File: src/rtl/errcap_pkg.sv
package errcap_pkg;
  localparam int NCAUSE    = 8;
  localparam int SEL_W     = 5;
  localparam int IDX_W     = 3;
  localparam int APAR_EVT  = 1;
  localparam int APAR_LSB  = 4;

  localparam logic [IDX_W-1:0] IX_ADDR  = 3'd0;
  localparam logic [IDX_W-1:0] IX_APAR  = 3'd1;
  localparam logic [IDX_W-1:0] IX_DLO   = 3'd2;
  localparam logic [IDX_W-1:0] IX_DHI   = 3'd3;
  localparam logic [IDX_W-1:0] IX_DPAR  = 3'd4;
  localparam logic [IDX_W-1:0] IX_CAUSE = 3'd5;
  localparam logic [IDX_W-1:0] IX_MASK  = 3'd6;
endpackage

File: src/rtl/errcap_prio.sv
module errcap_prio
  import errcap_pkg::*;
#(
  parameter int N = NCAUSE
) (
  input  logic [N-1:0]     vec_i,
  output logic [SEL_W-1:0] sel_o,
  output logic             any_o
);
  always_comb begin
    sel_o = '0;
    for (int i = N - 1; i >= 0; i--) begin
      if (vec_i[i]) sel_o = SEL_W'(i);
    end
  end
  assign any_o = |vec_i;
endmodule

File: src/rtl/errcap_latch.sv
module errcap_latch
  import errcap_pkg::*;
#(
  parameter int AW  = 32,
  parameter int DW  = 64,
  parameter int DPW = 8,
  parameter int APW = 4
) (
  input  logic             clk_i,
  input  logic             rst_ni,
  input  logic             evt_any_i,
  input  logic [SEL_W-1:0] evt_sel_i,
  input  logic [AW-1:0]    addr_i,
  input  logic [DW-1:0]    data_i,
  input  logic [DPW-1:0]   dpar_i,
  input  logic [APW-1:0]   apar_i,
  input  logic             unlock_i,
  output logic             lock_o,
  output logic [AW-1:0]    addr_o,
  output logic [DW-1:0]    data_o,
  output logic [DPW-1:0]   dpar_o,
  output logic [APW-1:0]   apar_o,
  output logic [SEL_W-1:0] sel_o
);
  logic take;
  assign take = evt_any_i && !lock_o;

  always_ff @(posedge clk_i or negedge rst_ni) begin
    if (!rst_ni) begin
      lock_o <= 1'b0;
      addr_o <= '0;
      data_o <= '0;
      dpar_o <= '0;
      apar_o <= '0;
      sel_o  <= '0;
    end else if (take) begin
      lock_o <= 1'b1;
      addr_o <= addr_i;
      data_o <= data_i;
      dpar_o <= dpar_i;
      apar_o <= (evt_sel_i == SEL_W'(APAR_EVT)) ? apar_i : '0;
      sel_o  <= evt_sel_i;
    end else if (unlock_i) begin
      lock_o <= 1'b0;
    end
  end
endmodule

File: src/rtl/errcap_cause.sv
module errcap_cause
  import errcap_pkg::*;
#(
  parameter int N = NCAUSE
) (
  input  logic         clk_i,
  input  logic         rst_ni,
  input  logic [N-1:0] evt_i,
  input  logic         clr_we_i,
  input  logic [N-1:0] clr_keep_i,
  input  logic         mask_we_i,
  input  logic [N-1:0] mask_wdata_i,
  output logic [N-1:0] cause_o,
  output logic [N-1:0] mask_o,
  output logic         irq_o
);
  logic [N-1:0] keep;
  assign keep = clr_we_i ? clr_keep_i : '1;

  always_ff @(posedge clk_i or negedge rst_ni) begin
    if (!rst_ni) begin
      cause_o <= '0;
      mask_o  <= '0;
    end else begin
      cause_o <= (cause_o & keep) | evt_i;
      if (mask_we_i) mask_o <= mask_wdata_i;
    end
  end

  assign irq_o = |(cause_o & mask_o);
endmodule

File: src/rtl/errcap_top.sv
module errcap_top
  import errcap_pkg::*;
#(
  parameter int REG_W = 32,
  parameter int DPW   = 8,
  parameter int APW   = 4
) (
  input  logic                 clk_i,
  input  logic                 rst_ni,
  input  logic [NCAUSE-1:0]    err_evt_i,
  input  logic [REG_W-1:0]     err_addr_i,
  input  logic [2*REG_W-1:0]   err_data_i,
  input  logic [DPW-1:0]       err_dpar_i,
  input  logic [APW-1:0]       err_apar_i,
  input  logic                 reg_rd_i,
  input  logic                 reg_wr_i,
  input  logic [IDX_W-1:0]     reg_idx_i,
  input  logic [REG_W-1:0]     reg_wdata_i,
  output logic [REG_W-1:0]     reg_rdata_o,
  output logic                 irq_o
);
  localparam int DW = 2 * REG_W;

  logic [SEL_W-1:0]  evt_sel;
  logic              evt_any;
  logic              lock_q;
  logic              unlock;
  logic              cause_we;
  logic              mask_we;
  logic [REG_W-1:0]  cap_addr;
  logic [DW-1:0]     cap_data;
  logic [DPW-1:0]    cap_dpar;
  logic [APW-1:0]    cap_apar;
  logic [SEL_W-1:0]  sel_q;
  logic [NCAUSE-1:0] cause_q;
  logic [NCAUSE-1:0] mask_q;

  assign unlock   = reg_rd_i && (reg_idx_i == IX_ADDR);
  assign cause_we = reg_wr_i && (reg_idx_i == IX_CAUSE);
  assign mask_we  = reg_wr_i && (reg_idx_i == IX_MASK);

  errcap_prio #(.N(NCAUSE)) u_prio (
    .vec_i (err_evt_i),
    .sel_o (evt_sel),
    .any_o (evt_any)
  );

  errcap_latch #(.AW(REG_W), .DW(DW), .DPW(DPW), .APW(APW)) u_latch (
    .clk_i     (clk_i),
    .rst_ni    (rst_ni),
    .evt_any_i (evt_any),
    .evt_sel_i (evt_sel),
    .addr_i    (err_addr_i),
    .data_i    (err_data_i),
    .dpar_i    (err_dpar_i),
    .apar_i    (err_apar_i),
    .unlock_i  (unlock),
    .lock_o    (lock_q),
    .addr_o    (cap_addr),
    .data_o    (cap_data),
    .dpar_o    (cap_dpar),
    .apar_o    (cap_apar),
    .sel_o     (sel_q)
  );

  errcap_cause #(.N(NCAUSE)) u_cause (
    .clk_i        (clk_i),
    .rst_ni       (rst_ni),
    .evt_i        (err_evt_i),
    .clr_we_i     (cause_we),
    .clr_keep_i   (reg_wdata_i[NCAUSE-1:0]),
    .mask_we_i    (mask_we),
    .mask_wdata_i (reg_wdata_i[NCAUSE-1:0]),
    .cause_o      (cause_q),
    .mask_o       (mask_q),
    .irq_o        (irq_o)
  );

  always_comb begin
    reg_rdata_o = '0;
    case (reg_idx_i)
      IX_ADDR:  reg_rdata_o = cap_addr;
      IX_APAR:  reg_rdata_o[APAR_LSB +: APW] = cap_apar;
      IX_DLO:   reg_rdata_o = cap_data[REG_W-1:0];
      IX_DHI:   reg_rdata_o = cap_data[DW-1:REG_W];
      IX_DPAR:  reg_rdata_o[DPW-1:0] = cap_dpar;
      IX_CAUSE: begin
        reg_rdata_o[NCAUSE-1:0]          = cause_q;
        reg_rdata_o[REG_W-1 -: SEL_W]    = sel_q;
      end
      IX_MASK:  reg_rdata_o[NCAUSE-1:0] = mask_q;
      default:  reg_rdata_o = '0;
    endcase
  end
endmodule

File: config.mk
export PLATFORM = sky130hd
export DESIGN_NAME = errcap_top
export DESIGN_NICKNAME = d
export VERILOG_FILES = /design/src/rtl/errcap_pkg.sv /design/src/rtl/errcap_prio.sv /design/src/rtl/errcap_latch.sv /design/src/rtl/errcap_cause.sv /design/src/rtl/errcap_top.sv
export SDC_FILE = /design/constraint.sdc
export NUM_CORES = 1
export LEC_CHECK = 0
export BUFFER_PORTS_ARGS = -buffer_cell sky130_fd_sc_hd__buf_2
export CORE_UTILIZATION = 25
export DETAILED_ROUTE_END_ITERATION = 6
export GPL_TIMING_DRIVEN = 0
export PLACE_DENSITY = 0.56
export SLEW_MARGIN = 20
export SYNTH_ARGS = -nofsm -noshare
export SYNTH_HDL_FRONTEND = slang
export SYNTH_SLANG_ARGS = --single-unit
File: constraint.sdc
create_clock -name clk_i -period 1.4 [get_ports clk_i]
set_input_delay 0.14 -clock clk_i [delete_from_list [all_inputs] [get_ports clk_i]]
set_output_delay 0.14 -clock clk_i [all_outputs]
set_load 0.02 [all_outputs]
==> results.py <==
metrics = {
    "synthesis": {
        "ys.warnings.count": 0,
        "yosys.cell_types.count": 37,
        "synthTopCellsByArea": "dfrtp_1 54%, nand2_1 20%, mux2_2 4.5%, a22oi_1 4.0%, nor2_1 2.0%",
        "ys_ff_latch": 128,
        "synth_edf_count": 0,
        "synth_seq_area_share_pct": 53.7,
        "yosys.cell_count.top_type": "nand2_1",
        "syn_area_sq_mm": 0.00596,
        "syn-instance-count": 665,
        "synth.net_count": 820,
        "synth_top_area_cell": "dfrtp_1",
        "synthArstFlopShare_pct": 100,
        "yosys_most_used_dff": "dfrtp_1",
        "synthTopCellsByCount": "317 x nand2_1, 128 x dfrtp_1, 32 x a22oi_1, 32 x nor2_1, 24 x mux2_2",
        "syn_avg_cell_area_sq_um": 8.96,
        "synth_top_area_share_pct": 53.7,
    },
    "clock_network": {
        "clk_path_buf_depth": 2,
        "cts-root-buf": "clkbuf_16",
        "cts.htree.levels": 4,
        "path_clk_slew_ps": 60,
        "cts.sinks": 128,
        "cts_buffers": 17,
        "clkLatencyLatePin_ps": 420,
        "cts_tree": "built",
    },
    "sta": {
        "whs_ps": 30.9,
        "period_share_pct": 124,
        "relSlewSlack_pct": 66.1,
        "maxSlewViolCount": 0,
        "fmax_mhz": 575,
        "hold_violations": 0,
        "rsz0062_at_grt": "true",
        "clock_skew_ps": 5.72,
        "fin_crit_ps": 1740,
        "fin_ws_ps": -338,
        "setup_viol": 33,
        "tightest_slew_ps": 508,
    },
    "cells_and_area": {
        "fillCellCount": 2386,
        "diodes": 0,
        "regArea_sq_mm": 0.00320,
        "syn_to_final_growth_pct": 63.3,
        "drive_gt1_share_pct": 33.3,
        "final_cell_area_sq_mm": 0.00974,
        "multi_input_area_sq_mm": 0.00282,
        "fin_nets": 1150,
        "final_core_util_pct": 41.6,
    },
    "routing": {
        "dr.pass1.iters": 6,
        "vias": 5854,
        "drt-initial-drc-count": 291,
        "via_per_inst": 4.41,
        "route.detailed.drc": 2,
        "wirelength_microns": 21800,
        "routedWlPerCell_microns": 16.4,
        "antenna_left": 0,
    },
    "run_status": {
        "outcome": "finished, violations left",
        "violations": "DRC, setup timing",
    },
    "global_route": {
        "antenna_found_initial": 0,
        "grt_pass1_vias": 6027,
        "grt_max_degree": 68,
        "overflow": 0,
        "grt_usage_pct": 18.2,
        "grt_first_pass_wirelength_microns": 33000,
    },
    "worst_setup_path": {
        "cp-endpoint": "reg_rdata_o[6]",
        "cp_data_arrival_time_ps": 1600,
        "cp-end-kind": "output pin",
        "crit_type": "flip-flop to output pin",
        "cp_max_fo": 2,
        "r2r_cells": 6,
        "required_ps": 1260,
        "reg2reg_slack_ps": 70,
        "reg2reg_to": "u_latch.sel_o[0]",
        "critical_path.startpoint": "u_latch.apar_o[2]",
        "r2r-start": "u_latch.lock_o",
        "critPathLaunchType": "flip-flop",
    },
    "die": {
        "coreArea_sq_mm": 0.0234,
        "io_pins": 188,
        "die_h_microns": 156,
        "initial_core_util_pct": 25.5,
        "die_w_microns": 156,
        "rows": 56,
        "die-area_sq_mm": 0.0245,
    },
    "place": {
        "placed_area_sq_mm": 0.00721,
        "dpl.hpwl_microns": 14500,
        "numPortBuffers": 162,
        "gp_congestion": 0.801,
    },
    "power_and_ir_drop": {
        "ir_drop_uv": 702,
        "leakage_uw": 0.00479,
        "power_density_mw_per_mm2": 1230,
    },
    "job": {
        "maxCapViolations": 0,
    },
    "hold_path": {
        "min_delay_path_depth": 2,
        "hold_path_class": "primary input to flip-flop",
    },
}
[state kept, by name (all words and copies together), names as in the netlist]
signal and flops:
u_cause.mask_o 8, u_cause.cause_o 8, u_latch.addr_o 32, u_latch.dpar_o 8
u_latch.lock_o 1, u_latch.apar_o 4, u_latch.sel_o 3, u_latch.data_o 64
[worst max-delay path, cell delays in order, from the launching register on]
cell,delay [ps]
dfrtp_1,400
mux4_2,460
nor2_2,110
a21oi_2,60
buf_6,160
[cell type report]
type	instances	area share, %
flip-flops and latches	128	32.9
multi-input cells	495	29.0
repair buffers	313	24.6
clock buffers	19	4.65
well taps	319	4.10
plain buffers	38	3.05
clock inverters	13	1.58
inverters	2	0.116
[how the worst min path moves through the flow]
stage,from,end,slack [ps]
2_1_floorplan,rst_ni,u_cause.cause_o[0],-160
3_3_place_gp,err_data_i[60],u_latch.data_o[60],330
3_5_place_dp,rst_ni,u_latch.data_o[3],120
4_1_cts,err_evt_i[1],u_latch.sel_o[1],9
5_1_grt,err_evt_i[0],u_cause.cause_o[0],40
6_report,err_evt_i[1],u_latch.sel_o[1],30
[logic make-up (layout without fill, tap and decap cells)]
kind of cell           after synthesis  count (layout)  synth area share [%]
AO/OA/AOI/OAI                       78              78                  9.24
buffers and inverters               42             385                  3.72
flip-flops                         128             128                  53.7
multiplexers                        42              42                  8.14
AND/OR/NAND/NOR                    375             375                  25.2
[power by group]
| part | switching, uW | total (uW) | internal (uW) | leakage, uW |
|---|---|---|---|---|
| registers | 449 | 4820 | 4370 | 0.00155 |
| logic | 1210 | 2570 | 1360 | 0.00295 |
| clock network | 1840 | 4590 | 2750 | 0.000291 |
| total | 3500 | 12000 | 8490 | 0.00479 |
[through the flow]
stage / instances / setup TNS (ps) / worst slack [ps] / total power (uW)
finish: 1327 / -5660 / -338 / 12000
global route: 1327 / -7760 / -398 / 12600
CTS: 1315 / -6850 / -378 / 11900
detailed placement: 1147 / -47680 / -608 / 6700
global placement: 1146 / -266340 / -1720 / 6640
floorplan: 665 / 0 / 13.8 / 5880
[cells in the final DEF (no fill, tap or decap), drive strengths merged]
master       synthesis  layout
nand2              317     317
buf                 32     221
dfrtp              128     128
dlygate4sd3          0     124
nor2                33      33
a22oi               32      32
mux2                32      32
clkbuf               8      25
o21ai               10      10
a21oi               10      10
mux2i                8       8
nand2b               7       7
a221oi               7       7
clkinv               0       6
o22ai                6       6
a22o                 5       5
nor2b                5       5
nor3                 4       4
inv                  2       4
clkinvlp             0       3
nand3                3       3
mux4                 2       2
and2                 2       2
nor4                 2       2
bufinv               0       2
a31oi                1       1
o221ai               1       1
nand4                1       1
a21o                 1       1
o41ai                1       1
o211ai               1       1
o21a                 1       1
nor3b                1       1
a41oi                1       1
o22a                 1       1
[layer usage]
metal	track usage, %	up-vias	wire length, microns
met5	0	-	0
met4	5.42	0	326
met3	3.79	21	920
met2	29.6	144	10500
met1	24.2	2830	10000
li1	-	2859	-
[timing repair]
item	CTS	global route
hold buffers	124	0
gates cloned	0	0
pin swaps	8	10
buffers inserted	14	12
endpoints found under the hold margin	186	0
gates resized for setup	83	55
endpoints found under the setup margin	138	65
No activity file was read; power rests on OpenSTA's default activity.
